===== src/rtl/memmap_pkg.sv =====
package memmap_pkg;
  localparam int unsigned SEL_W = 4;
  typedef enum logic [SEL_W-1:0] {
    SEL_PRG  = 4'b0001,
    SEL_VREG = 4'b0010,
    SEL_IORAM = 4'b0100,
    SEL_NONE = 4'b1000
  } sel_e;
endpackage


===== src/rtl/memmap_cfg_reg.sv =====
module memmap_cfg_reg #(
  parameter int unsigned ADDR_W = 16,
  parameter int unsigned DATA_W = 8,
  parameter logic [ADDR_W-1:0] CTRL_ADDR = 16'h6000
) (
  input  logic              clk_i,
  input  logic              rst_ni,
  input  logic [ADDR_W-1:0] cpu_addr_i,
  input  logic              cpu_we_i,
  input  logic [DATA_W-1:0] cpu_wdata_i,
  output logic              xlate_en_o,
  output logic [2:0]        memcfg_o
);
  logic ctrl_hit;
  logic unused_wdata;

  // control byte only reachable before translation takes the address over
  assign ctrl_hit = !xlate_en_o && cpu_we_i && (cpu_addr_i == CTRL_ADDR);
  assign unused_wdata = ^cpu_wdata_i[DATA_W-1:3];

  always_ff @(posedge clk_i or negedge rst_ni) begin
    if (!rst_ni) begin
      xlate_en_o <= 1'b0;
      memcfg_o   <= '0;
    end else if (ctrl_hit) begin
      xlate_en_o <= cpu_wdata_i[0];
      memcfg_o   <= cpu_wdata_i[2:0];
    end
  end
endmodule


===== src/rtl/memmap_route.sv =====
module memmap_route
  import memmap_pkg::*;
#(
  parameter int unsigned ADDR_W = 16,
  parameter logic [ADDR_W-1:0] PRG_LO = 16'h0800,
  parameter logic [ADDR_W-1:0] PRG_OFS = 16'h5800,
  parameter logic [ADDR_W-1:0] PRG_TOP = 16'hEFFF,
  parameter logic [ADDR_W-1:0] IO_BASE = 16'hD000,
  parameter int unsigned IO_LOG2 = 12,
  parameter int unsigned VREG_LOG2 = 6
) (
  input  logic              xlate_en_i,
  input  logic              io_sw_i,
  input  logic [ADDR_W-1:0] cpu_addr_i,
  output logic [SEL_W-1:0]  sel_o,
  output logic [ADDR_W-1:0] phys_addr_o
);
  logic [ADDR_W:0]   prg_sum;
  logic              in_prg;
  logic              in_io;
  logic [ADDR_W-1:0] vreg_addr;

  assign prg_sum = {1'b0, cpu_addr_i} + {1'b0, PRG_OFS};
  assign in_prg  = (cpu_addr_i >= PRG_LO) && (prg_sum <= {1'b0, PRG_TOP});
  assign in_io   = cpu_addr_i[ADDR_W-1:IO_LOG2] == IO_BASE[ADDR_W-1:IO_LOG2];

  always_comb begin
    vreg_addr = '0;
    vreg_addr[VREG_LOG2-1:0] = cpu_addr_i[VREG_LOG2-1:0];
  end

  always_comb begin
    sel_o       = SEL_NONE;
    phys_addr_o = cpu_addr_i;
    if (xlate_en_i) begin
      if (in_prg) begin
        sel_o       = SEL_PRG;
        phys_addr_o = prg_sum[ADDR_W-1:0];
      end else if (in_io && io_sw_i) begin
        sel_o       = SEL_VREG;
        phys_addr_o = vreg_addr;
      end else if (in_io) begin
        sel_o       = SEL_IORAM;
      end
    end
  end
endmodule


===== src/rtl/memmap_xlate.sv =====
module memmap_xlate
  import memmap_pkg::*;
#(
  parameter int unsigned ADDR_W = 16,
  parameter int unsigned DATA_W = 8,
  parameter logic [ADDR_W-1:0] CTRL_ADDR = 16'h6000,
  parameter logic [ADDR_W-1:0] PRG_LO = 16'h0800,
  parameter logic [ADDR_W-1:0] PRG_OFS = 16'h5800,
  parameter logic [ADDR_W-1:0] PRG_TOP = 16'hEFFF,
  parameter logic [ADDR_W-1:0] IO_BASE = 16'hD000,
  parameter int unsigned IO_LOG2 = 12,
  parameter int unsigned VREG_LOG2 = 6
) (
  input  logic              clk_i,
  input  logic              rst_ni,
  input  logic [ADDR_W-1:0] cpu_addr_i,
  input  logic              cpu_we_i,
  input  logic [DATA_W-1:0] cpu_wdata_i,
  output logic [SEL_W-1:0]  sel_o,
  output logic [ADDR_W-1:0] phys_addr_o,
  output logic              we_o,
  output logic [3:0]        cfg_o
);
  logic       xlate_en;
  logic [2:0] memcfg;

  memmap_cfg_reg #(
    .ADDR_W(ADDR_W), .DATA_W(DATA_W), .CTRL_ADDR(CTRL_ADDR)
  ) i_cfg (
    .clk_i(clk_i), .rst_ni(rst_ni), .cpu_addr_i(cpu_addr_i),
    .cpu_we_i(cpu_we_i), .cpu_wdata_i(cpu_wdata_i),
    .xlate_en_o(xlate_en), .memcfg_o(memcfg)
  );

  memmap_route #(
    .ADDR_W(ADDR_W), .PRG_LO(PRG_LO), .PRG_OFS(PRG_OFS), .PRG_TOP(PRG_TOP),
    .IO_BASE(IO_BASE), .IO_LOG2(IO_LOG2), .VREG_LOG2(VREG_LOG2)
  ) i_route (
    .xlate_en_i(xlate_en), .io_sw_i(memcfg[2]), .cpu_addr_i(cpu_addr_i),
    .sel_o(sel_o), .phys_addr_o(phys_addr_o)
  );

  // unbuffered: strobe passes straight to whichever target is selected
  assign we_o  = cpu_we_i && (sel_o != SEL_NONE);
  assign cfg_o = {memcfg, xlate_en};
endmodule


===== config.mk =====
export PLATFORM = sky130hd
export DESIGN_NAME = memmap_xlate
export DESIGN_NICKNAME = d
export VERILOG_FILES = /design/src/rtl/memmap_pkg.sv /design/src/rtl/memmap_cfg_reg.sv /design/src/rtl/memmap_route.sv /design/src/rtl/memmap_xlate.sv
export SDC_FILE = /design/constraint.sdc
export NUM_CORES = 1
export LEC_CHECK = 0
export ABC_AREA = 1
export ABC_CLOCK_PERIOD_IN_PS = 2700
export CELL_PAD_IN_SITES_DETAIL_PLACEMENT = 2
export CELL_PAD_IN_SITES_GLOBAL_PLACEMENT = 2
export CORE_ASPECT_RATIO = 0.8
export CORE_UTILIZATION = 15
export DETAILED_ROUTE_END_ITERATION = 10
export PLACE_DENSITY_LB_ADDON = 0.1
export SLEW_MARGIN = 20
export SYNTH_ARGS = -nofsm -noshare
export SYNTH_HDL_FRONTEND = slang
export SYNTH_SLANG_ARGS = --single-unit

===== constraint.sdc =====
create_clock -name clk_i -period 2.7 [get_ports clk_i]
set_input_delay 0.675 -clock clk_i [delete_from_list [all_inputs] [get_ports clk_i]]
set_output_delay 0.675 -clock clk_i [all_outputs]
set_load 0.005 [all_outputs]

# Word-level counts from Yosys, hierarchy flattened
# Cells that the tools add are included.
# word_totals
register_bits	4
in_bits	27
out_inout_bits	25
wordCells	21
# op_classes
n_addsub	1
n_lt_le_gt_ge	2
eq_ne	3
mux	7
n_reduce_logical	6
# ops
operator	n
16-bit 2-to-1 mux	3
16-bit by 15-bit adder with 17-bit output, second input constant	1
17-bit by 16-bit <= comparator with 1-bit output, second input constant	1
16-bit by 15-bit == test with 1-bit output, second input constant	1
16-bit by 12-bit >= comparator with 1-bit output, second input constant	1
4-bit 2-to-1 mux	4
1-bit logical AND	5
4-bit == test, second input constant	1
4-bit != test, second input constant	1
1-bit zero test	1

# Depth between registers and ports, before layout
# Gate-level depths: netlist of run 1.
# logic_depth
ltp_word	7
depth_mapped	12
mapped_depth_nobuf	12

# Hierarchy
# From an unflattened synthesis of run 1, not the netlist that was laid out.
# unflattened
cells_unflattened	115
area_unflattened_um2	659.4
# by_module_without_submodules
module	n_inst	cells_per_inst	area_each_um2	seq_area_each_um2
memmap_route	1	78	411.6	0.0
memmap_cfg_reg	1	31	220.2	75.1
memmap_xlate	1	6	27.5	0.0

# Worst setup path after synthesis of run 1
# Ideal clock, no wire load.
# synth_timing
kind	input to output
startpoint	input cpu_addr_i[11]
endpoint	output sel_o[3]
t_arrival_ns	1.566
t_required_ns	2.025
path_slack_ns	0.459
path_stages	8
n_path_buf	0
cell_sequence	inv_2 ha_1 xor2_1 a21oi_2 nand2_2 nand3_4 inv_2 a21oi_1
# synth_via
elab_chain_cells	5
elab_cells_between_ends	6
cone_classes	add/sub (1); order compare (2); mux (2); reduce/logical (1)
# synth_rtl
item	line_no	rtl
from (decl)	memmap_xlate.sv:16	input logic [ADDR_W-1:0] cpu_addr_i,
16-bit by 15-bit adder with 17-bit output	memmap_route.sv:23	assign prg_sum = {1'b0, cpu_addr_i} + {1'b0, PRG_OFS};
17-bit by 16-bit <= comparator with 1-bit output	memmap_route.sv:24	assign in_prg = (cpu_addr_i >= PRG_LO) && (prg_sum <= {1'b0, PRG_TOP});
1-bit logical AND (*)	memmap_route.sv:24	
4-bit 2-to-1 mux (*)	memmap_route.sv:36	if (in_prg) begin
4-bit 2-to-1 mux (*)	memmap_route.sv:35	if (xlate_en_i) begin
to (decl)	memmap_xlate.sv:19	output logic [SEL_W-1:0] sel_o,
# Every way passes the cells marked *; elsewhere a longest branch is shown, timed or not.

# Worst setup path in the final report of run 1
# layout_timing
startpoint	input cpu_addr_i[12]
endpoint	output sel_o[1]
# layout_via
elab_chain_cells	5
elab_cells_between_ends	9
cone_classes	add/sub (1); order compare (2); eq/ne (1); mux (3); reduce/logical (2)
# layout_rtl
item	line_no
16-bit by 15-bit adder with 17-bit output / 4-bit == test (equally long branches)	memmap_route.sv:23, memmap_route.sv:25
17-bit by 16-bit <= comparator with 1-bit output / 1-bit logical AND (equally long branches)	memmap_route.sv:24, memmap_route.sv:39
1-bit logical AND / 4-bit 2-to-1 mux (equally long branches)	memmap_route.sv:24, memmap_route.sv:39
4-bit 2-to-1 mux (*)	memmap_route.sv:36
4-bit 2-to-1 mux (*)	memmap_route.sv:35
# Marks and branches as above.

==> flow_summary_export.csv, run 1 <==
group,metric,value,unit
finish,stdcell_count,233,
floorplan,die_width,74.49,microns
finish,regMostFlops,"i_cfg.memcfg_o",
clocking,htreeDepth,1,
setup_path,path_class,"primary input to primary output",
routing,drc,0,
timing,holdWs,507.8,ps
timing,fmaxAchievable,0.3800,GHz
logic_synthesis,synth.top_cells.by_area,"nand2_1 17%, buf_4 12%, dfrtp_1 12%, inv_1 9.5%, o21ai_1 5.6%",
clocking,cts_tree,"yes",
setup_path,start_kind,"primary input",
power,powerDensity,255.8,nW/um^2
timing,tns,0,ps
setup_path,cp.arrival,1960,ps
setup_path,cp_top_family,"buffers and inverters",
logic_synthesis,async_reset_ff_frac,1.000,
timing,tightest_slew,534.4,ps
setup_path,cp_cell_sequence,"buf_4, inv_4, buf_6, nor3_4, nand2_2, nor2_4, buf_4, clkdlybuf4s50_1",
outcome,run_status,"finished clean",
finish,layout_commonest_cell,"buf_4",
placement,dp.cells,219,
grt,grt_pass1_wl,4740,microns
clocking,cts_buffers,3,
floorplan,die_height,60.00,microns
timing,rsz0062_at_grt,"yes",
timing,relSlewSlack,0.6404,
clocking,postCtsHoldBufs,0,
grt,grt_max_degree,9,
logic_synthesis,yosysTopAreaCell,"nand2_1",
logic_synthesis,synth.distinct_cells,25,
routing,avgViaCountPerCell,3.880,
routing,vias,904,
routing,ant_nets,0,
grt,grt_pass1_vias,1038,
timing,hold_violations,0,
clocking,clock_path_buffers,2,
logic_synthesis,syn_nets,132,
hold_path,min_path_type,"register to register",
logic_synthesis,ys_warn_count,0,
clocking,clk_pin_slew,30,ps
clocking,cts_sinks,3,
clocking,clk_latency,220,ps
timing,final-setup-viol-count,0,
finish,final_area,1448,sq um
floorplan,core_area,3904,sq um
floorplan,dieArea,4469,sq um
placement,place_area,1272,sq um
setup_path,crit_path_end_kind,"primary output",
timing,min_period,2631,ps
logic_synthesis,postSynthCellCount,103,
finish,nets,208,
grt,grt_use_total,0.1414,
placement,gp_congestion,0.7198,
logic_synthesis,syn_avg_cell_area,6.122,sq um
finish,largest_register_ffs,3,
finish,layout.cells.most_common_list,"29 x buf_4, 25 x nand2_1, 17 x clkdlybuf4s50_1, 16 x inv_1, 12 x dlygate4sd2_1",
routing,wire_per_inst,12.13,microns
finish,layout-drive-gt1-share,0.4213,
flow_run,drv_cap,0,
grt,antenna_found_initial,0,
placement,dp_hpwl,2167,microns
setup_path,worstPathRequired,2030,ps
timing,clock_skew,0.1888,ps
finish,final_util,0.3708,
finish,antennaDiodeCount,0,
logic_synthesis,syn_area,630.6,sq um
logic_synthesis,ys_seq_elements,3,
floorplan,fp-row-count,20,
placement,place.port_buffers,46,
setup_path,crit_top_cell,"buf_4",
routing,drt-total-wl,2827,microns
logic_synthesis,synthDominantCellAreaShare,0.1726,
setup_path,critPathMaxStageDelay,490,ps
setup_path,cp_slowest_cell,"clkdlybuf4s50_1",
floorplan,ios,52,
setup_path,crit_fanout,3,
grt,grt-ovfl-total,0,
timing,fin_crit_sh,0.9746,
logic_synthesis,yosysSeqAreaShare,0.1190,
finish,top_regs,"i_cfg.memcfg_o (3)",
logic_synthesis,synth_edf_count,0,
power,ir_drop,0.2048,mV
power,p_leak,0.7750,nW
logic_synthesis,synth-main-ff-cell,"dfrtp_1",
routing,drtIter0Drc,23,
floorplan,start_util,0.1615,
finish,syn_to_final_growth,129.6,%
setup_path,critPathBufInv,5,
clocking,cts-root-buf,"clkbuf_8",
routing,firstDrtPassIters,3,
timing,slew_violations,0,
==> per-layer routing <==
metal  share of wire  global-route usage  vias up
met5               0                   0        -
met2            0.52              0.2625       21
li1                -                   -      465
met3           0.036             0.01180        2
met1            0.43              0.1734      416
met4          0.0050             0.04043        0
==> where the power goes <==
group	switching, W	internal (W)	leakage, nW
Sequential	0	0.0000453	0.0367
Combinational	0.0000849	0.000109	0.716
Clock	0.0000307	0.000101	0.0228
Total	0.000116	0.000255	0.775
==> worst paths after layout <==
kind	startpoint	to	slack (ps)	cells past startpoint
max	cpu_addr_i[12]	sel_o[1]	70	8
min	i_cfg.memcfg_o[1]$_DFFE_PN0P_	i_cfg.memcfg_o[1]$_DFFE_PN0P_	510	2
max reg2reg	i_cfg.memcfg_o[0]$_DFFE_PN0P_	i_cfg.memcfg_o[1]$_DFFE_PN0P_	1050	7
min reg2reg	i_cfg.memcfg_o[1]$_DFFE_PN0P_	i_cfg.memcfg_o[1]$_DFFE_PN0P_	510	2
max in group asynchronous	rst_ni	i_cfg.memcfg_o[1]$_DFFE_PN0P_	1910	1
min in group asynchronous	rst_ni	i_cfg.memcfg_o[0]$_DFFE_PN0P_	640	1
==> worst min-delay path: cells and delay by family (launching register included) <==
kind,cells,cell delay (ps)
flip-flops,1,340
AND/OR/NAND/NOR,1,60
AO/OA/AOI/OAI,1,70
==> cell families (layout without fill, tap and decap cells) <==
logic type,count (synthesis),count (layout),synth area share
flops,3,3,0.1190
xor+xnor,2,2,0.02778
compound gates,12,12,0.1290
fa+ha+maj,2,2,0.03968
buf+inv,32,106,0.2500
simple gates,52,53,0.4345
==> synthesized netlist by cell type (2+ instances only) <==
cell	count
nand2_1	29
inv_1	16
buf_4	10
o21ai_1	7
inv_2	6
nand3_1	6
nor2_1	4
dfrtp_1	3
ha_1	2
nand2_2	2
nand3_2	2
nor4_1	2
xor2_1	2
==> stage by stage <==
step / setup WS (ps) / total power [W]
after floorplan: 459.1 / 0.0001096
after global routing: -22.62 / 0.0003933
final: 68.61 / 0.0003703
after CTS: 4.581 / 0.0003687
after global placement: -627.4 / 0.0002217
after detailed placement: -680.3 / 0.0002257
==> final cells by class <==
class,count,area (sq um)
Clock buffer,4,45.04
Fill cell,474,2456
Inverter,22,90.09
Multi-Input combinational cell,69,490.5
Sequential cell,3,75.07
Tap cell,55,68.82
Timing Repair Buffer,80,678.2
==> timing repair <==
item                       4_1_cts  5_1_grt
setup endpoints to repair       15       10
gates resized for setup         80       12
pin swaps                       13       11
gates cloned                     1        0
setup buffers                    7        2
(Power assumes the default switching activity.)
==> inputs of run 2 (changes only) <==
--- a/config.mk
+++ b/config.mk
@@ -6,11 +6,11 @@
 export NUM_CORES = 1
 export LEC_CHECK = 0
 export ABC_AREA = 1
-export ABC_CLOCK_PERIOD_IN_PS = 2700
+export ABC_CLOCK_PERIOD_IN_PS = 2160
 export CELL_PAD_IN_SITES_DETAIL_PLACEMENT = 2
 export CELL_PAD_IN_SITES_GLOBAL_PLACEMENT = 2
 export CORE_ASPECT_RATIO = 0.8
-export CORE_UTILIZATION = 15
+export CORE_UTILIZATION = 13
 export DETAILED_ROUTE_END_ITERATION = 10
 export PLACE_DENSITY_LB_ADDON = 0.1
 export SLEW_MARGIN = 20
==> constraint.sdc (replaced) <==
create_clock -name clk_i -period 2.16 [get_ports clk_i]
set_input_delay 0.54 -clock clk_i [delete_from_list [all_inputs] [get_ports clk_i]]
set_output_delay 0.54 -clock clk_i [all_outputs]
set_load 0.005 [all_outputs]
==> run 2 against run 1 <==
Against the previous run:
- the run now ends with negative setup slack left
- sequential share of layout area fell by 0.67 points
- die area increased by 15%
- clock power increased by 23%
- non-clock buffer count increased by 12
- count of clock-buffer cells in the layout is the same
- first-iteration DRC count fell by 35%
- largest cell class unchanged
==> flow_summary_export.csv, run 2 (synthesis results as in run 1) <==
group,metric,value,unit
timing,min_period,2359,ps
setup_path,cp-startpoint,"cpu_addr_i[12]",
grt,antenna_found_initial,0,
clocking,cts_buffers,3,
finish,top_regs,"i_cfg.memcfg_o (3)",
flow_run,drv_cap,0,
power,p_switching,0.0001658,W
setup_path,start_kind,"primary input",
hold_path,min_path_type,"primary input to async pin",
power,p_leak,0.8389,nW
clocking,clock_path_buffers,2,
timing,rsz0062_at_grt,"yes",
finish,syn_to_final_growth,163.5,%
routing,avgViaCountPerCell,3.916,
setup_path,cp.arrival,1820,ps
floorplan,core_area,4624,sq um
finish,antennaDiodeCount,0,
clocking,cts_tree,"yes",
floorplan,fp-row-count,22,
grt,grt_max_degree,9,
timing,holdWs,516.4,ps
floorplan,die_height,64.30,microns
setup_path,cp_cell_sequence,"buf_12, clkinv_8, ha_4, xor2_4, a21oi_2, nand2_4, buf_6, nand3_4, buf_6, nand3_2, o21ai_2, buf_2",
clocking,htreeDepth,1,
power,ir_drop,0.2898,mV
power,sw_frac_of_total,0.3175,
routing,drtIter0Drc,15,
placement,gp_congestion,0.7134,
timing,final-setup-viol-count,9,
placement,place.port_buffers,46,
grt,grt_use_total,0.1246,
power,p_seq_frac,0.108,
finish,regMostFlops,"i_cfg.memcfg_o",
power,p_int,0.0003564,W
setup_path,path_class,"primary input to primary output",
setup_path,r2r_cells,7,
setup_path,worstReg2RegStart,"i_cfg.memcfg_o[0]$_DFFE_PN0P_",
setup_path,r2r_setup_slack,530,ps
setup_path,cp_slowest_cell,"ha_4",
timing,tightest_slew,448.0,ps
routing,wire_per_inst,12.78,microns
timing,hold_violations,0,
finish,final_util,0.3593,
power,power,0.0005222,W
clocking,cts-root-buf,"clkbuf_8",
power,powerDensity,314.3,nW/um^2
timing,worst_slack,-198.7,ps
routing,ant_nets,0,
grt,grt_pass1_wl,4981,microns
routing,drt-total-wl,3195,microns
routing,drc,0,
timing,clock_skew,1.515,ps
floorplan,dieArea,5135,sq um
setup_path,reg2reg_to,"i_cfg.memcfg_o[2]$_DFFE_PN0P_",
floorplan,die_width,79.87,microns
timing,fmaxAchievable,0.4240,GHz
finish,largest_register_ffs,3,
grt,grt-ovfl-total,0,
clocking,clk_latency,210,ps
outcome,run_status,"finished, violations left",
clocking,clk_pin_slew,30,ps
setup_path,worstPathRequired,1620,ps
routing,firstDrtPassIters,4,
floorplan,ios,52,
finish,layout_commonest_cell,"buf_4",
timing,relSlewSlack,0.6986,
finish,nets,220,
power,p_clk_frac,0.309,
outcome,violations,"negative setup slack",
placement,dp_hpwl,2314,microns
routing,vias,979,
finish,layout.cells.most_common_list,"35 x buf_4, 21 x nand2_1, 16 x clkdlybuf4s50_1, 15 x buf_6",
timing,fin_crit_sh,1.092,
clocking,postCtsHoldBufs,0,
finish,fillerInstances,521,
setup_path,critPathMaxStageDelay,170,ps
clocking,cts_sinks,3,
setup_path,crit_path_end_kind,"primary output",
power,comb_power_share,0.582,
timing,slew_violations,0,
setup_path,crit_top_cell,"buf_6",
floorplan,start_util,0.1364,
setup_path,crit_fanout,4,
finish,layout-drive-gt1-share,0.6263,
grt,grt_pass1_vias,1032,
run 2: worst max path at each step:
| stage | to | slack (ps) | cells past startpoint |
|---|---|---|---|
| 3_5_place_dp | phys_addr_o[12] | -970 | 10 |
| 3_3_place_gp | phys_addr_o[12] | -890 | 10 |
| 4_1_cts | phys_addr_o[12] | -250 | 12 |
| 2_1_floorplan | sel_o[3] | 190 | 8 |
| 5_1_grt | phys_addr_o[13] | -270 | 14 |
| 6_report | phys_addr_o[12] | -200 | 12 |
run 2: per-layer routing:
layer  GRT usage  share of wire  vias up
met1      0.1465           0.39      462
li1            -              -      487
met2      0.2372           0.56       26
met4     0.02009         0.0094        0
met3     0.02000          0.044        4
met5           0              0        -
run 2: cell type report:
cell class                      instances  area [sq um]  share of cell area
Sequential cell                         3         75.07             0.04518
Clock buffer                            4         45.04             0.02711
Tap cell                               60         75.07             0.04518
Multi-Input combinational cell         69         559.3              0.3366
Timing Repair Buffer                   92         799.5              0.4812
Inverter                               22         107.6             0.06476
run 2: worst max-delay path: cells and delay by family:
family	cells	cell delay, ps
buffers and inverters	5	520
and+or+nand+nor	3	210
AOI/OAI and AO/OA	2	210
adders and majority gates	1	170
xor gates and xnor gates	1	150
run 2: timing repair:
item / 4_1_cts / 5_1_grt
pin swaps: 22 / 13
setup buffers: 13 / 9
endpoints found under the setup margin: 21 / 14
gates resized for setup: 149 / 29
cloned: 1 / 0
run 2: power by group through the flow:
stage | clock network (W) | logic, W | registers [W]
after floorplan | 0 | 0.0000797 | 0.0000572
after global placement | 0 | 0.000221 | 0.0000572
after detailed placement | 0 | 0.000227 | 0.0000572
after CTS | 0.000167 | 0.000263 | 0.0000566
after global routing | 0.000173 | 0.000328 | 0.0000566
final | 0.000161 | 0.000304 | 0.0000566
run 2: through the flow:
stage / std cells / area [sq um] / setup WS (ps) / setup TNS (ps)
after floorplan: 103 / 630.6 / 189.1 / 0
after global placement: 223 / 1271 / -886.8 / -12460
after detailed placement: 223 / 1271 / -973.3 / -13170
after CTS: 241 / 1519 / -246.3 / -1015
after global routing: 250 / 1662 / -274.1 / -2038
final: 250 / 1662 / -198.7 / -1269
==> inputs of run 3 (changes only) <==
--- a/config.mk
+++ b/config.mk
@@ -10,6 +10,7 @@
 export CELL_PAD_IN_SITES_DETAIL_PLACEMENT = 2
 export CELL_PAD_IN_SITES_GLOBAL_PLACEMENT = 2
 export CORE_ASPECT_RATIO = 0.8
+export CORE_MARGIN = 3
 export CORE_UTILIZATION = 13
 export DETAILED_ROUTE_END_ITERATION = 10
 export PLACE_DENSITY_LB_ADDON = 0.1
==> run 3 against run 2 <==
Against the previous run:
- the run still ends with negative setup slack left
- first-iteration DRC count fell by 13%
- count of clock-buffer cells in the layout unchanged
- wire length up 3.1%
- global-route usage fell by 0.18 points
- critical path depth down 1
- total power is 5.0% lower
- clock power is essentially flat
- critical path type unchanged
==> flow_summary_export.csv, run 3 (synthesis results as in run 1) <==
group,metric,value,unit
power,powerDensity,310.3,nW/um^2
floorplan,core_area,4624,sq um
setup_path,worstReg2RegStart,"i_cfg.memcfg_o[0]$_DFFE_PN0P_",
timing,final-setup-viol-count,8,
setup_path,r2r_cells,7,
clocking,cts_sinks,3,
routing,wire_per_inst,13.18,microns
clocking,postCtsHoldBufs,0,
timing,clock_skew,0.5726,ps
finish,layout-drive-gt1-share,0.6263,
grt,grt_pass1_vias,1168,
routing,drt-total-wl,3295,microns
clocking,clk_pin_slew,30,ps
power,comb_power_share,0.555,
routing,drtIter0Drc,13,
flow_run,drv_cap,0,
timing,slew_violations,0,
power,p_int,0.0003399,W
clocking,clock_path_buffers,2,
setup_path,start_kind,"primary input",
power,p_switching,0.0001563,W
outcome,run_status,"finished, violations left",
finish,largest_register_ffs,3,
floorplan,fp-row-count,22,
routing,drc,0,
setup_path,path_depth,11,
setup_path,cp_slowest_cell,"ha_4",
setup_path,crit_path_end_kind,"primary output",
finish,stdcell_count,250,
grt,grt_pass1_wl,5644,microns
clocking,cts-root-buf,"clkbuf_8",
finish,antennaDiodeCount,0,
power,p_leak,0.8184,nW
setup_path,worstPathRequired,1620,ps
floorplan,ios,52,
finish,nets,220,
finish,fillerInstances,528,
finish,layout_commonest_cell,"buf_4",
finish,layout.area.seq,75.07,sq um
grt,grt_use_total,0.1228,
setup_path,cp_top_family,"buffers and inverters",
routing,vias,981,
grt,grt-ovfl-total,0,
timing,tns,-695.1,ps
setup_path,reg2reg_to,"i_cfg.memcfg_o[2]$_DFFE_PN0P_",
placement,dp.cells,225,
timing,rsz0062_at_grt,"yes",
hold_path,min_path_type,"primary input to async pin",
power,p_clk_frac,0.331,
placement,gp_congestion,0.7196,
power,ir_drop,0.1684,mV
setup_path,r2r_setup_slack,730,ps
power,p_seq_frac,0.114,
floorplan,start_util,0.1364,
timing,tightest_slew,460.9,ps
finish,layout.cells.most_common_list,"36 x buf_4, 20 x nand2_1, 15 x buf_2, 15 x clkdlybuf4s50_1",
grt,grt_max_degree,8,
clocking,cts_tree,"yes",
floorplan,die_width,83.87,microns
setup_path,cp_cell_sequence,"buf_12, clkinv_8, ha_4, xor2_4, a21oi_2, nand2_2, nand3_4, inv_2, buf_6, a21oi_2, buf_2",
timing,fin_crit_sh,1.052,
timing,min_period,2272,ps
placement,dp_hpwl,2393,microns
timing,worst_slack,-112.3,ps
setup_path,crit_top_cell,"a21oi_2",
routing,ant_nets,0,
routing,firstDrtPassIters,2,
placement,place.port_buffers,46,
power,power,0.0004962,W
power,sw_frac_of_total,0.3149,
routing,avgViaCountPerCell,3.924,
setup_path,crit_fanout,4,
timing,relSlewSlack,0.6899,
grt,antenna_found_initial,0,
finish,regMostFlops,"i_cfg.memcfg_o",
clocking,clk_latency,220,ps
setup_path,critPathMaxStageDelay,170,ps
setup_path,cp.arrival,1730,ps
setup_path,critPathBufInv,5,
timing,fmaxAchievable,0.4401,GHz
clocking,cts_buffers,3,
outcome,violations,"negative setup slack",
setup_path,path_class,"primary input to primary output",
floorplan,die_height,68.30,microns
clocking,htreeDepth,1,
timing,hold_violations,0,
finish,top_regs,"i_cfg.memcfg_o (3)",
floorplan,dieArea,5728,sq um
finish,syn_to_final_growth,153.6,%
finish,multi_input_area,534.3,sq um
-- run 3: changes by cell type in the layout (fill, tap and decap cells not counted), sizes merged --
cell and delta:
clkdlybuf4s15 -4, dlygate4sd2 +3, clkbuf +2, clkdlybuf4s50 -1
-- run 3: cell type report --
| cell class | count | share of cell area |
|---|---|---|
| Clock buffer | 4 | 0.02817 |
| Inverter | 22 | 0.06573 |
| Multi-Input combinational cell | 69 | 0.3341 |
| Sequential cell | 3 | 0.04695 |
| Tap cell | 60 | 0.04695 |
| Timing Repair Buffer | 92 | 0.4781 |
-- run 3: metal layers --
metal / part of all wire / wire length, microns / up-vias / track usage
li1: - / - / 485 / -
met1: 0.41 / 1347 / 470 / 0.1394
met5: 0 / 0 / - / 0
met4: 0.0067 / 22 / 0 / 0.02410
met2: 0.55 / 1816 / 23 / 0.2440
met3: 0.033 / 109 / 3 / 0.02286
-- run 3: power groups by stage --
stage                     registers (W)  clock network (W)   logic, W
final                         0.0000566           0.000164   0.000275
after global placement        0.0000572                  0   0.000224
after floorplan               0.0000572                  0  0.0000797
after CTS                     0.0000566           0.000170   0.000266
after detailed placement      0.0000572                  0   0.000228
after global routing          0.0000565           0.000182   0.000306
-- run 3: what timing repair did --
action,in CTS,in global routing
gates cloned,1,0
resized for setup,147,26
setup endpoints to repair,21,15
endpoints found under the hold margin,0,0
pin swaps,20,12
setup buffers,16,4
-- run 3: worst max path at each step --
stage / startpoint / to / slack [ps]
final: cpu_addr_i[12] / sel_o[3] / -110
after global placement: cpu_addr_i[12] / sel_o[3] / -890
after global routing: cpu_addr_i[12] / phys_addr_o[14] / -210
after CTS: cpu_addr_i[12] / phys_addr_o[11] / -160
after floorplan: cpu_addr_i[11] / sel_o[3] / 190
after detailed placement: cpu_addr_i[12] / phys_addr_o[11] / -990
-- run 3: metrics by stage --
| step | area (sq um) | setup WS (ps) | hold WS (ps) | utilization |
|---|---|---|---|---|
| 6_report | 1599 | -112.3 | 510.4 | 0.3458 |
| 2_1_floorplan | 630.6 | 189.1 | 244.4 | - |
| 3_5_place_dp | 1286 | -992.5 | 512.4 | 0.2781 |
| 4_1_cts | 1528 | -162.8 | 510.2 | 0.3304 |
| 5_1_grt | 1599 | -208.6 | 509.5 | 0.3458 |
| 3_3_place_gp | 1286 | -893.4 | 484.3 | 0.2781 |
